[src/rtl/tmr_pkg.sv]
package tmr_pkg;

    // register byte offsets
    localparam int OFS_CTRL   = 'h00;
    localparam int OFS_STAT   = 'h04;
    localparam int OFS_MAX_LO = 'h08;
    localparam int OFS_MAX_HI = 'h0C;
    localparam int OFS_CNT_LO = 'h10;
    localparam int OFS_CNT_HI = 'h14;
    localparam int OFS_DIV    = 'h18;

    // spacing between the halves of a split 32-bit value
    localparam int HALF_STRIDE = 4;

    // control bit positions
    localparam int CB_PERIODIC = 0;
    localparam int CB_ONESHOT  = 1;
    localparam int CB_IRQ_EN   = 8;

    // status bit position
    localparam int SB_EXPIRED  = 0;

    typedef enum logic [1:0] {
        ST_IDLE     = 2'd0,
        ST_PERIODIC = 2'd1,
        ST_ONESHOT  = 2'd2
    } tmr_state_e;

endpackage

[src/rtl/tmr_prescaler.sv]
module tmr_prescaler #(
    parameter int DIV_W = 16
) (
    input  logic             clk,
    input  logic             rst_n,
    input  logic             run,
    input  logic             restart,
    input  logic [DIV_W-1:0] div,
    output logic             tick
);

    logic [DIV_W-1:0] phase_q;
    logic             phase_end;

    // ">=" keeps the divider from running away if div is lowered mid-count
    assign phase_end = (phase_q >= div);

    always_ff @(posedge clk or negedge rst_n) begin
        if (!rst_n) begin
            phase_q <= '0;
        end else if (restart || !run) begin
            phase_q <= '0;
        end else if (phase_end) begin
            phase_q <= '0;
        end else begin
            phase_q <= phase_q + DIV_W'(1);
        end
    end

    always_comb begin
        tick = run && !restart && phase_end;
    end

endmodule

[src/rtl/tmr_core.sv]
module tmr_core
    import tmr_pkg::*;
#(
    parameter int CNT_W = 32
) (
    input  logic             clk,
    input  logic             rst_n,
    input  logic             tick,
    input  logic             ctrl_wr,
    input  logic             sel_periodic,
    input  logic             sel_oneshot,
    input  logic [CNT_W-1:0] max_val,
    output logic [CNT_W-1:0] count,
    output tmr_state_e       state,
    output logic             expire,
    output logic             running
);

    tmr_state_e       state_q, state_d, wr_target;
    logic [CNT_W-1:0] count_q;
    logic             at_max;

    assign at_max = (count_q == max_val);

    // mode requested by a control write; periodic has priority
    always_comb begin
        if (sel_periodic) begin
            wr_target = ST_PERIODIC;
        end else if (sel_oneshot) begin
            wr_target = ST_ONESHOT;
        end else begin
            wr_target = ST_IDLE;
        end
    end

    // next-state logic
    always_comb begin
        state_d = state_q;
        unique case (state_q)
            ST_IDLE: begin
                if (ctrl_wr) state_d = wr_target;
            end
            ST_PERIODIC: begin
                if (ctrl_wr) state_d = wr_target;
            end
            ST_ONESHOT: begin
                if (ctrl_wr) begin
                    state_d = wr_target;
                end else if (tick && at_max) begin
                    state_d = ST_IDLE;
                end
            end
            default: state_d = ST_IDLE;
        endcase
    end

    // state register
    always_ff @(posedge clk or negedge rst_n) begin
        if (!rst_n) begin
            state_q <= ST_IDLE;
        end else begin
            state_q <= state_d;
        end
    end

    // counter: control writes restart from zero, ticks advance or wrap
    always_ff @(posedge clk or negedge rst_n) begin
        if (!rst_n) begin
            count_q <= '0;
        end else if (ctrl_wr) begin
            count_q <= '0;
        end else if (tick) begin
            count_q <= at_max ? '0 : count_q + CNT_W'(1);
        end
    end

    // outputs
    always_comb begin
        state   = state_q;
        count   = count_q;
        running = (state_q != ST_IDLE);
        expire  = tick && at_max;
    end

endmodule

[src/rtl/tmr_regs.sv]
module tmr_regs
    import tmr_pkg::*;
#(
    parameter int ADDR_W = 5,
    parameter int BUS_W  = 16,
    parameter int CNT_W  = 32
) (
    input  logic              clk,
    input  logic              rst_n,
    input  logic [ADDR_W-1:0] addr,
    input  logic              wr_en,
    input  logic              rd_en,
    input  logic [BUS_W-1:0]  wdata,
    output logic [BUS_W-1:0]  rdata,
    output logic              irq,
    input  tmr_state_e        state,
    input  logic [CNT_W-1:0]  count,
    input  logic              expire,
    output logic              ctrl_wr,
    output logic              sel_periodic,
    output logic              sel_oneshot,
    output logic [CNT_W-1:0]  max_val,
    output logic [BUS_W-1:0]  div_val
);

    localparam int NHALF = CNT_W / BUS_W;
    localparam int SHD_W = CNT_W - BUS_W;

    logic             irq_en_q;
    logic             status_q;
    logic [SHD_W-1:0] shadow_q;
    logic [BUS_W-1:0] div_q;
    logic [BUS_W-1:0] ctrl_view;
    logic             stat_clr;

    assign ctrl_wr      = wr_en && (addr == ADDR_W'(OFS_CTRL));
    assign sel_periodic = wdata[CB_PERIODIC];
    assign sel_oneshot  = wdata[CB_ONESHOT];
    assign stat_clr     = wr_en && (addr == ADDR_W'(OFS_STAT)) && wdata[SB_EXPIRED];

    // limit halves, one register per bus-wide slice
    for (genvar h = 0; h < NHALF; h++) begin : g_max
        logic [BUS_W-1:0] half_q;
        always_ff @(posedge clk or negedge rst_n) begin
            if (!rst_n) begin
                half_q <= '0;
            end else if (wr_en && (addr == ADDR_W'(OFS_MAX_LO + HALF_STRIDE * h))) begin
                half_q <= wdata;
            end
        end
        assign max_val[h*BUS_W +: BUS_W] = half_q;
    end

    always_ff @(posedge clk or negedge rst_n) begin
        if (!rst_n) begin
            div_q <= '0;
        end else if (wr_en && (addr == ADDR_W'(OFS_DIV))) begin
            div_q <= wdata;
        end
    end

    always_ff @(posedge clk or negedge rst_n) begin
        if (!rst_n) begin
            irq_en_q <= 1'b0;
        end else if (ctrl_wr) begin
            irq_en_q <= wdata[CB_IRQ_EN];
        end
    end

    // expiry flag: a new event beats a same-cycle clear
    always_ff @(posedge clk or negedge rst_n) begin
        if (!rst_n) begin
            status_q <= 1'b0;
        end else if (expire) begin
            status_q <= 1'b1;
        end else if (stat_clr) begin
            status_q <= 1'b0;
        end
    end

    // upper count half frozen by a low-half read
    always_ff @(posedge clk or negedge rst_n) begin
        if (!rst_n) begin
            shadow_q <= '0;
        end else if (rd_en && (addr == ADDR_W'(OFS_CNT_LO))) begin
            shadow_q <= count[CNT_W-1:BUS_W];
        end
    end

    always_comb begin
        ctrl_view              = '0;
        ctrl_view[CB_PERIODIC] = (state == ST_PERIODIC);
        ctrl_view[CB_ONESHOT]  = (state == ST_ONESHOT);
        ctrl_view[CB_IRQ_EN]   = irq_en_q;
    end

    always_comb begin
        rdata = '0;
        case (addr)
            ADDR_W'(OFS_CTRL):   rdata = ctrl_view;
            ADDR_W'(OFS_STAT):   rdata[SB_EXPIRED] = status_q;
            ADDR_W'(OFS_MAX_LO): rdata = max_val[BUS_W-1:0];
            ADDR_W'(OFS_MAX_HI): rdata = max_val[CNT_W-1:BUS_W];
            ADDR_W'(OFS_CNT_LO): rdata = count[BUS_W-1:0];
            ADDR_W'(OFS_CNT_HI): rdata = shadow_q;
            ADDR_W'(OFS_DIV):    rdata = div_q;
            default:             rdata = '0;
        endcase
    end

    always_comb begin
        div_val = div_q;
        irq     = status_q && irq_en_q;
    end

endmodule

[src/rtl/interval_timer.sv]
module interval_timer
    import tmr_pkg::*;
#(
    parameter int ADDR_W = 5,
    parameter int BUS_W  = 16
) (
    input  logic              clk,
    input  logic              rst_n,
    input  logic [ADDR_W-1:0] addr,
    input  logic              wr_en,
    input  logic              rd_en,
    input  logic [BUS_W-1:0]  wdata,
    output logic [BUS_W-1:0]  rdata,
    output logic              irq
);

    localparam int CNT_W = 2 * BUS_W;

    logic             tick;
    logic             ctrl_wr;
    logic             sel_periodic;
    logic             sel_oneshot;
    logic             expire;
    logic             running;
    logic [CNT_W-1:0] count;
    logic [CNT_W-1:0] max_val;
    logic [BUS_W-1:0] div_val;
    tmr_state_e       state;

    tmr_regs #(
        .ADDR_W (ADDR_W),
        .BUS_W  (BUS_W),
        .CNT_W  (CNT_W)
    ) u_regs (
        .clk          (clk),
        .rst_n        (rst_n),
        .addr         (addr),
        .wr_en        (wr_en),
        .rd_en        (rd_en),
        .wdata        (wdata),
        .rdata        (rdata),
        .irq          (irq),
        .state        (state),
        .count        (count),
        .expire       (expire),
        .ctrl_wr      (ctrl_wr),
        .sel_periodic (sel_periodic),
        .sel_oneshot  (sel_oneshot),
        .max_val      (max_val),
        .div_val      (div_val)
    );

    tmr_prescaler #(
        .DIV_W (BUS_W)
    ) u_presc (
        .clk     (clk),
        .rst_n   (rst_n),
        .run     (running),
        .restart (ctrl_wr),
        .div     (div_val),
        .tick    (tick)
    );

    tmr_core #(
        .CNT_W (CNT_W)
    ) u_core (
        .clk          (clk),
        .rst_n        (rst_n),
        .tick         (tick),
        .ctrl_wr      (ctrl_wr),
        .sel_periodic (sel_periodic),
        .sel_oneshot  (sel_oneshot),
        .max_val      (max_val),
        .count        (count),
        .state        (state),
        .expire       (expire),
        .running      (running)
    );

endmodule

[config.mk]
export PLATFORM = sky130hd
export DESIGN_NAME = interval_timer
export DESIGN_NICKNAME = d
export VERILOG_FILES = /design/src/rtl/tmr_pkg.sv /design/src/rtl/tmr_prescaler.sv /design/src/rtl/tmr_core.sv /design/src/rtl/tmr_regs.sv /design/src/rtl/interval_timer.sv
export SDC_FILE = /design/constraint.sdc
export NUM_CORES = 1
export LEC_CHECK = 0
export BUFFER_PORTS_ARGS = -buffer_cell sky130_fd_sc_hd__buf_4
export CORE_ASPECT_RATIO = 1.2
export CORE_UTILIZATION = 30
export CTS_BUF_LIST = sky130_fd_sc_hd__clkbuf_8
export DETAILED_ROUTE_END_ITERATION = 10
export PLACE_DENSITY_LB_ADDON = 0.05
export SYNTH_ARGS = -nofsm -noshare
export SYNTH_HDL_FRONTEND = slang
export SYNTH_SLANG_ARGS = --single-unit
[constraint.sdc]
create_clock -name clk -period 2.68 [get_ports clk]
set_input_delay 0.268 -clock clk [delete_from_list [all_inputs] [get_ports clk]]
set_output_delay 0.268 -clock clk [all_outputs]
set_load 0.005 [all_outputs]
==> impl_metrics.tcl, run 1 <==
set metrics [dict create \
    critPathBufInv 3 \
    synthArstFlopShare_pct 100 \
    maxSlewViolCount 0 \
    post-route-min-period_ps 2540 \
    synth_seq_area_share_pct 45.8 \
    cts_max_path_buffers 2 \
    synth.lib_cells_used.distinct 51 \
    first_global_vias 5345 \
    timing.final.hold_violations 0 \
    critical_path_class "flop to flop" \
    vias_per_cell 5.28 \
    timing.critical_path.arrival_ps 2870 \
    wl_per_cell_um 20.6 \
    ant_nets 0 \
    critPathMaxFanout 20 \
    synth_enable_flop_cells 0 \
    initial_core_util_pct 31.0 \
    critPathMaxStageDelay_ps 430 \
    inserted_clock_buffers 17 \
    timing.critical_path.cells "inv_1, ha_1, nand4_1, nor2_2, o21ai_0, nand3_1, or3b_1, buf_12, buf_4, o41ai_1" \
    synth-seq-cells 116 \
    worst-slew-pin-transition_ps 791 \
    hold_class "input pin to flop" \
    global_route.overflow_total 0 \
    drt_first_pass_iters 7 \
    fin_setup_tns_ps 0 \
    grt_pass1_wl_mm 31.4 \
    cp_slowest_cell "sky130_fd_sc_hd__or3b_1" \
    grt_max_degree 71 \
    clk_latency_ps 440 \
    io-pin-count 42 \
    fin_nets 739 \
    num_rows 57 \
    syn_area_per_cell_sq_um 10.1 \
    dpl_cell_area_sq_um 7150 \
    crit_path_end_kind "flop" \
    final_design_area_no_fill_sq_um 7610 \
    worst_setup_hold_path_clk_slew_ps 70 \
    p_per_area_nw_per_um2 611 \
    launching_element_type_of_the_critical_path "flop" \
    initial_antenna_violation_count 0 \
    maxSlewHeadroom_pct 47.0 \
    run_status "complete, no violations" \
    setup_viol_count_final 0 \
    cts_htree_levels 4 \
    initialDrtViolationCount 340 \
    synth.yosys.warnings 0 \
    vias 5119 \
    delay_heaviest_family_cp "simple AND/OR/NAND/NOR gates" \
    report.power.total_mw 4.66 \
    detailed_place_hpwl_mm 14.9 \
    tritoncts "done" \
    syn-cell-area_sq_um 6340 \
    buffer_ports.inserted 41 \
    chipHeight_um 161 \
    cts_post_setup_buffers_inserted 0 \
    area_delta_synth_final_pct 20.2 \
    gpl.final_weighted_congestion 0.785 \
    setup_repair_after_global_routing_missed_its_margin "false" \
    placeableCoreArea_sq_um 20500 \
    grt.total_usage_pct 19.5 \
    routed_wl_mm 20.0 \
    drive_above_1_share_pct 26.1 \
    required_time_of_the_critical_path_ps 3010 \
    cts_root_buffer "sky130_fd_sc_hd__clkbuf_8" \
    die_w_um 135 \
    syn-instance-count 628 \
    max_freq_mhz 394 \
    vdd_ir_drop_max_uv 286 \
    syn_nets 671 \
    static-leakage-power_nw 3.52 \
    finClkSkew_ps 18.3 \
    die-area_sq_um 21700 \
    ys.flop_type "sky130_fd_sc_hd__dfrtp_1" \
    cts.sink_count 116 \
    timing.max_cap.violations 0 \
    drc 0 \
    timing.final.crit_share_pct 94.8 \
    n_antenna_cell 0 \
]
## logic make-up after synthesis
| family | after synthesis | share of synthesized area (%) |
|---|---|---|
| multiplexers | 63 | 11.1 |
| flip-flops | 116 | 45.8 |
| AO/OA/AOI/OAI | 117 | 12.9 |
| XOR/XNOR | 47 | 6.50 |
| AND/OR/NAND/NOR | 209 | 16.3 |
| adder cells (fa/ha/maj) | 18 | 3.55 |
| buffers and inverters | 58 | 3.87 |
## worst min-delay path, cell delays in order
cell	delay, ps
sky130_fd_sc_hd__buf_4	110
sky130_fd_sc_hd__nand2_1	50
sky130_fd_sc_hd__nand2_1	50
## worst paths after layout
kind / from / end / slack, ps / cells past startpoint
worst max-delay path: u_regs.div_val[15] / u_core.count[27] / 140 / 10
worst min-delay path: wdata[8] / u_regs.irq_en_q / 70 / 3
worst max register to register: u_regs.div_val[15] / u_core.count[27] / 140 / 10
worst min register to register: u_regs.shadow_q[0] / u_regs.shadow_q[0] / 490 / 2
max in group asynchronous: rst_n / u_regs.shadow_q[15] / 1450 / 3
min in group asynchronous: rst_n / u_presc.phase_q[0] / 390 / 2
## cells in the final DEF (no fill, tap or decap), types with 16 or more instances in the layout
| master | instances |
|---|---|
| sky130_fd_sc_hd__buf_4 | 76 |
| sky130_fd_sc_hd__dfrtp_1 | 116 |
| sky130_fd_sc_hd__xor2_1 | 40 |
| sky130_fd_sc_hd__mux2_2 | 59 |
| sky130_fd_sc_hd__nand2_1 | 52 |
| sky130_fd_sc_hd__ha_1 | 18 |
| sky130_fd_sc_hd__nor2_1 | 45 |
| sky130_fd_sc_hd__o21ai_0 | 40 |
| sky130_fd_sc_hd__clkbuf_8 | 23 |
| sky130_fd_sc_hd__inv_1 | 29 |
| sky130_fd_sc_hd__nand3_1 | 44 |
| sky130_fd_sc_hd__a222oi_1 | 16 |
## registers in the layout, summed over array words and instances (netlist names)
name / cells
u_core.count: 32
u_core.state: 2
u_presc.phase_q: 16
u_regs.div_val: 16
u_regs.g_max.half_q: 32
u_regs.irq_en_q: 1
u_regs.shadow_q: 16
u_regs.status_q: 1
## synth_stat cells (all sizes together) (6+ instances only)
| master | number | area share, % |
|---|---|---|
| nand2 | 52 | 3.1 |
| o41ai | 9 | 1.5 |
| nor2 | 47 | 2.8 |
| mux2 | 59 | 10 |
| nor3 | 7 | 0.55 |
| a21oi | 14 | 1.1 |
| a22oi | 14 | 1.7 |
| ha | 18 | 3.6 |
| o21ai | 44 | 3.5 |
| clkbuf | 22 | 1.3 |
| and3 | 13 | 1.3 |
| inv | 28 | 1.7 |
| buf | 8 | 0.87 |
| nand4 | 12 | 1.3 |
| a222oi | 16 | 2.5 |
| dfrtp | 116 | 46 |
| nand2b | 6 | 0.59 |
| nand3 | 44 | 3.5 |
| xor2 | 40 | 5.5 |
| xnor2 | 7 | 0.97 |
| nor4 | 11 | 1.3 |
| o31ai | 8 | 1.1 |
## cell type report
cell class / count / area, sq um
repair buffers: 79 / 621
multi-input cells: 454 / 3240
clock inverters: 5 / 98.8
fillers: 2081 / 12900
flip-flops and latches: 116 / 2900
inverters: 28 / 105
well taps: 265 / 332
clock buffers: 23 / 317
## metal layers
layer  share of wire, %  global-route usage (%)
met1                 46                    26.3
met2                 48                    31.1
met3                3.1                    3.08
met4                2.6                    7.81
met5                  0                       0
## report_power, final
group          switching, mW  total, mW  internal (mW)
sequential             0.242       2.19           1.95
combinational          0.364      0.709          0.344
clock                  0.712       1.76           1.05
total                   1.32       4.66           3.34
## stage by stage
stage               hold slack, ps  utilization, %  cells  worst slack [ps]
finish                        71.1            37.2    970               140
global route                  54.9            37.2    970              17.7
CTS                           47.4            37.0    970              62.4
detailed placement             331            34.9    941              45.3
global placement               332            34.9    941               101
floorplan                    -27.6               -    628               501
## repair_timing
action | CTS | global route
resized for setup | 1 | 6
endpoints found under the setup margin | 1 | 22
pin swaps | 0 | 1
hold buffers | 1 | 0
endpoints found under the hold margin | 46 | 0
Note: power is estimated with default switching activity, not from simulation.
==> run 2: changes to the inputs <==
Clock period 2.68 ns to 2.35 ns, I/O delays scaled along.
==> run 2 against run 1 <==
Effect of this change: the flow now finishes with violations (setup timing); first-iteration DRC count decreased by 5.9%; die area did not move; via count rose by 4.7%; register-to-register slack worse by 210 ps; total power rose by 12%; hold slack lost 29 ps; wire length rose by 2.7%; largest cell class unchanged.
==> impl_metrics.tcl, run 2 (same netlist as run 1, synthesis figures left out) <==
set metrics [dict create \
    run_status "finished, violations left" \
    failed_checks "setup timing" \
    timing.critical_path.arrival_ps 2810 \
    cts.sink_count 116 \
    required_time_of_the_critical_path_ps 2730 \
    timing.rr.start "u_presc.phase_q[14]" \
    io-pin-count 42 \
    setup_repair_after_global_routing_missed_its_margin "true" \
    fillCellCount 2068 \
    die-area_sq_um 21700 \
    tritoncts "done" \
    critPathMaxFanout 21 \
    critical_path_class "flop to flop" \
    wl_per_cell_um 20.0 \
    maxSlewViolCount 0 \
    combined_area_of_the_multi_input_logic_cells_sq_um 3370 \
    seqCellArea_sq_um 2900 \
    dpl_cell_area_sq_um 7510 \
    crit_path_end_kind "flop" \
    fin_nets 788 \
    finalWorstSetupSlack_ps -71.9 \
    mostFrequentLayoutCells "sky130_fd_sc_hd__buf_4, sky130_fd_sc_hd__dfrtp_1, sky130_fd_sc_hd__mux2_2, sky130_fd_sc_hd__nand2_1" \
    area_delta_synth_final_pct 27.7 \
    chipHeight_um 161 \
    fin_cells 1023 \
    static-leakage-power_nw 3.79 \
    finClkSkew_ps 16.2 \
    grt.total_usage_pct 19.9 \
    post-route-min-period_ps 2420 \
    hold-path-cell-count 2 \
    min-delay-start "wdata[2]" \
    vias 5362 \
    die_w_um 135 \
    cp_slowest_cell "sky130_fd_sc_hd__dfrtp_1" \
    ff2ff_setup_slack_ps -70 \
    worstReg2RegEnd "u_core.count[30]" \
    buffer_ports.inserted 41 \
    initialDrtViolationCount 320 \
    commonest_non_fill_non_tap_cell_in_the_layout "sky130_fd_sc_hd__buf_4" \
    setup_viol_count_final 15 \
    worst_setup_hold_path_clk_slew_ps 80 \
    placedCellCount 987 \
    detailed_place_hpwl_mm 15.4 \
    vdd_ir_drop_max_uv 309 \
    p_per_area_nw_per_um2 645 \
    inserted_clock_buffers 17 \
    launching_element_type_of_the_critical_path "flop" \
    timing.final.hold_violations 0 \
    vias_per_cell 5.24 \
    gpl.final_weighted_congestion 0.809 \
    global_route.overflow_total 0 \
    max_freq_mhz 413 \
    reg2reg_depth 9 \
    worst-slew-pin-transition_ps 464 \
    grt_pass1_wl_mm 32.0 \
    critPathMaxStageDelay_ps 400 \
    placeableCoreArea_sq_um 20500 \
    initial_core_util_pct 31.0 \
    report.power.total_mw 5.22 \
    whs_endpoint "u_regs.g_max[1].half_q[2]" \
    drc 0 \
    timing.critical_path.cells "ha_1, nand4_1, nor2_2, nand3b_1, nand3_2, or3b_4, buf_12, or4_1, nand3_1" \
    n_antenna_cell 0 \
    first_global_vias 5428 \
    initial_antenna_violation_count 0 \
    ant_nets 0 \
    drive_above_1_share_pct 33.6 \
    timing.max_cap.violations 0 \
    routed_wl_mm 20.5 \
    grt_max_degree 43 \
    drt_first_pass_iters 5 \
    final_design_area_no_fill_sq_um 8090 \
    timing.final.crit_share_pct 103 \
    cts_htree_levels 4 \
    maxSlewHeadroom_pct 68.8 \
    hold_class "input pin to flop" \
    cts_root_buffer "sky130_fd_sc_hd__clkbuf_8" \
    cts_max_path_buffers 2 \
    clk_latency_ps 440 \
    num_rows 57 \
]
run 2: what timing repair did:
action	4_1_cts	5_1_grt
setup endpoints to repair	45	35
hold buffers	1	0
setup buffers	2	1
gates resized for setup	24	16
cloned	0	1
pin swaps	2	4
endpoints found under the hold margin	24	0
run 2: through the flow:
stage / utilization (%) / setup slack (ps) / TNS (ps) / hold WS [ps]
after floorplan: - / 171 / 0 / -60.6
after detailed placement: 36.7 / -216 / -4590 / 202
final: 39.5 / -71.9 / -646 / 42.3
after CTS: 39.2 / -78.9 / -731 / 3.38
after global routing: 39.5 / -149 / -2100 / 12.7
after global placement: 36.7 / -227 / -4470 / 199
run 2: layout make-up:
| type | instances | area share (%) |
|---|---|---|
| clock inverter | 13 | 1.34 |
| sequential | 116 | 35.9 |
| inverter | 28 | 1.30 |
| multi-input combinational | 454 | 41.7 |
| tap | 265 | 4.10 |
| clock buffer | 19 | 3.23 |
| timing repair buffer | 128 | 12.5 |
run 2: worst max-delay path by stage:
stage                                   to  cells after the start  slack [ps]                 from
after floorplan           u_core.count[30]                      9         170  u_presc.phase_q[13]
after global placement     u_core.count[9]                      9        -230  u_presc.phase_q[13]
after detailed placement   u_core.count[9]                      9        -220  u_presc.phase_q[13]
after CTS                 u_core.count[30]                      9         -80  u_presc.phase_q[13]
after global routing      u_core.count[30]                     10        -150   u_regs.div_val[14]
final                     u_core.count[30]                      9         -70  u_presc.phase_q[14]
run 2: critical path, delay by kind of cell, from the launching register on:
family	cells	cell delay [ps]
AND/OR/NAND/NOR	7	1490
flip-flops	1	400
adder cells (fa/ha/maj)	1	300
buffers and inverters	1	170
run 2: power breakdown:
| part | internal [mW] | switching, mW | total, mW |
|---|---|---|---|
| sequential | 2.22 | 0.236 | 2.46 |
| combinational | 0.520 | 0.500 | 1.02 |
| clock | 0.882 | 0.864 | 1.75 |
| total | 3.62 | 1.60 | 5.22 |
run 2: per-layer routing:
metal | part of all wire (%) | routed length, um | vias up | track usage [%]
li1 | - | - | 2519 | -
met5 | 0 | 0 | - | 0
met2 | 50 | 10300 | 113 | 33.2
met1 | 45 | 9240 | 2713 | 26.0
met4 | 1.3 | 273 | 0 | 6.44
met3 | 3.4 | 706 | 17 | 3.26
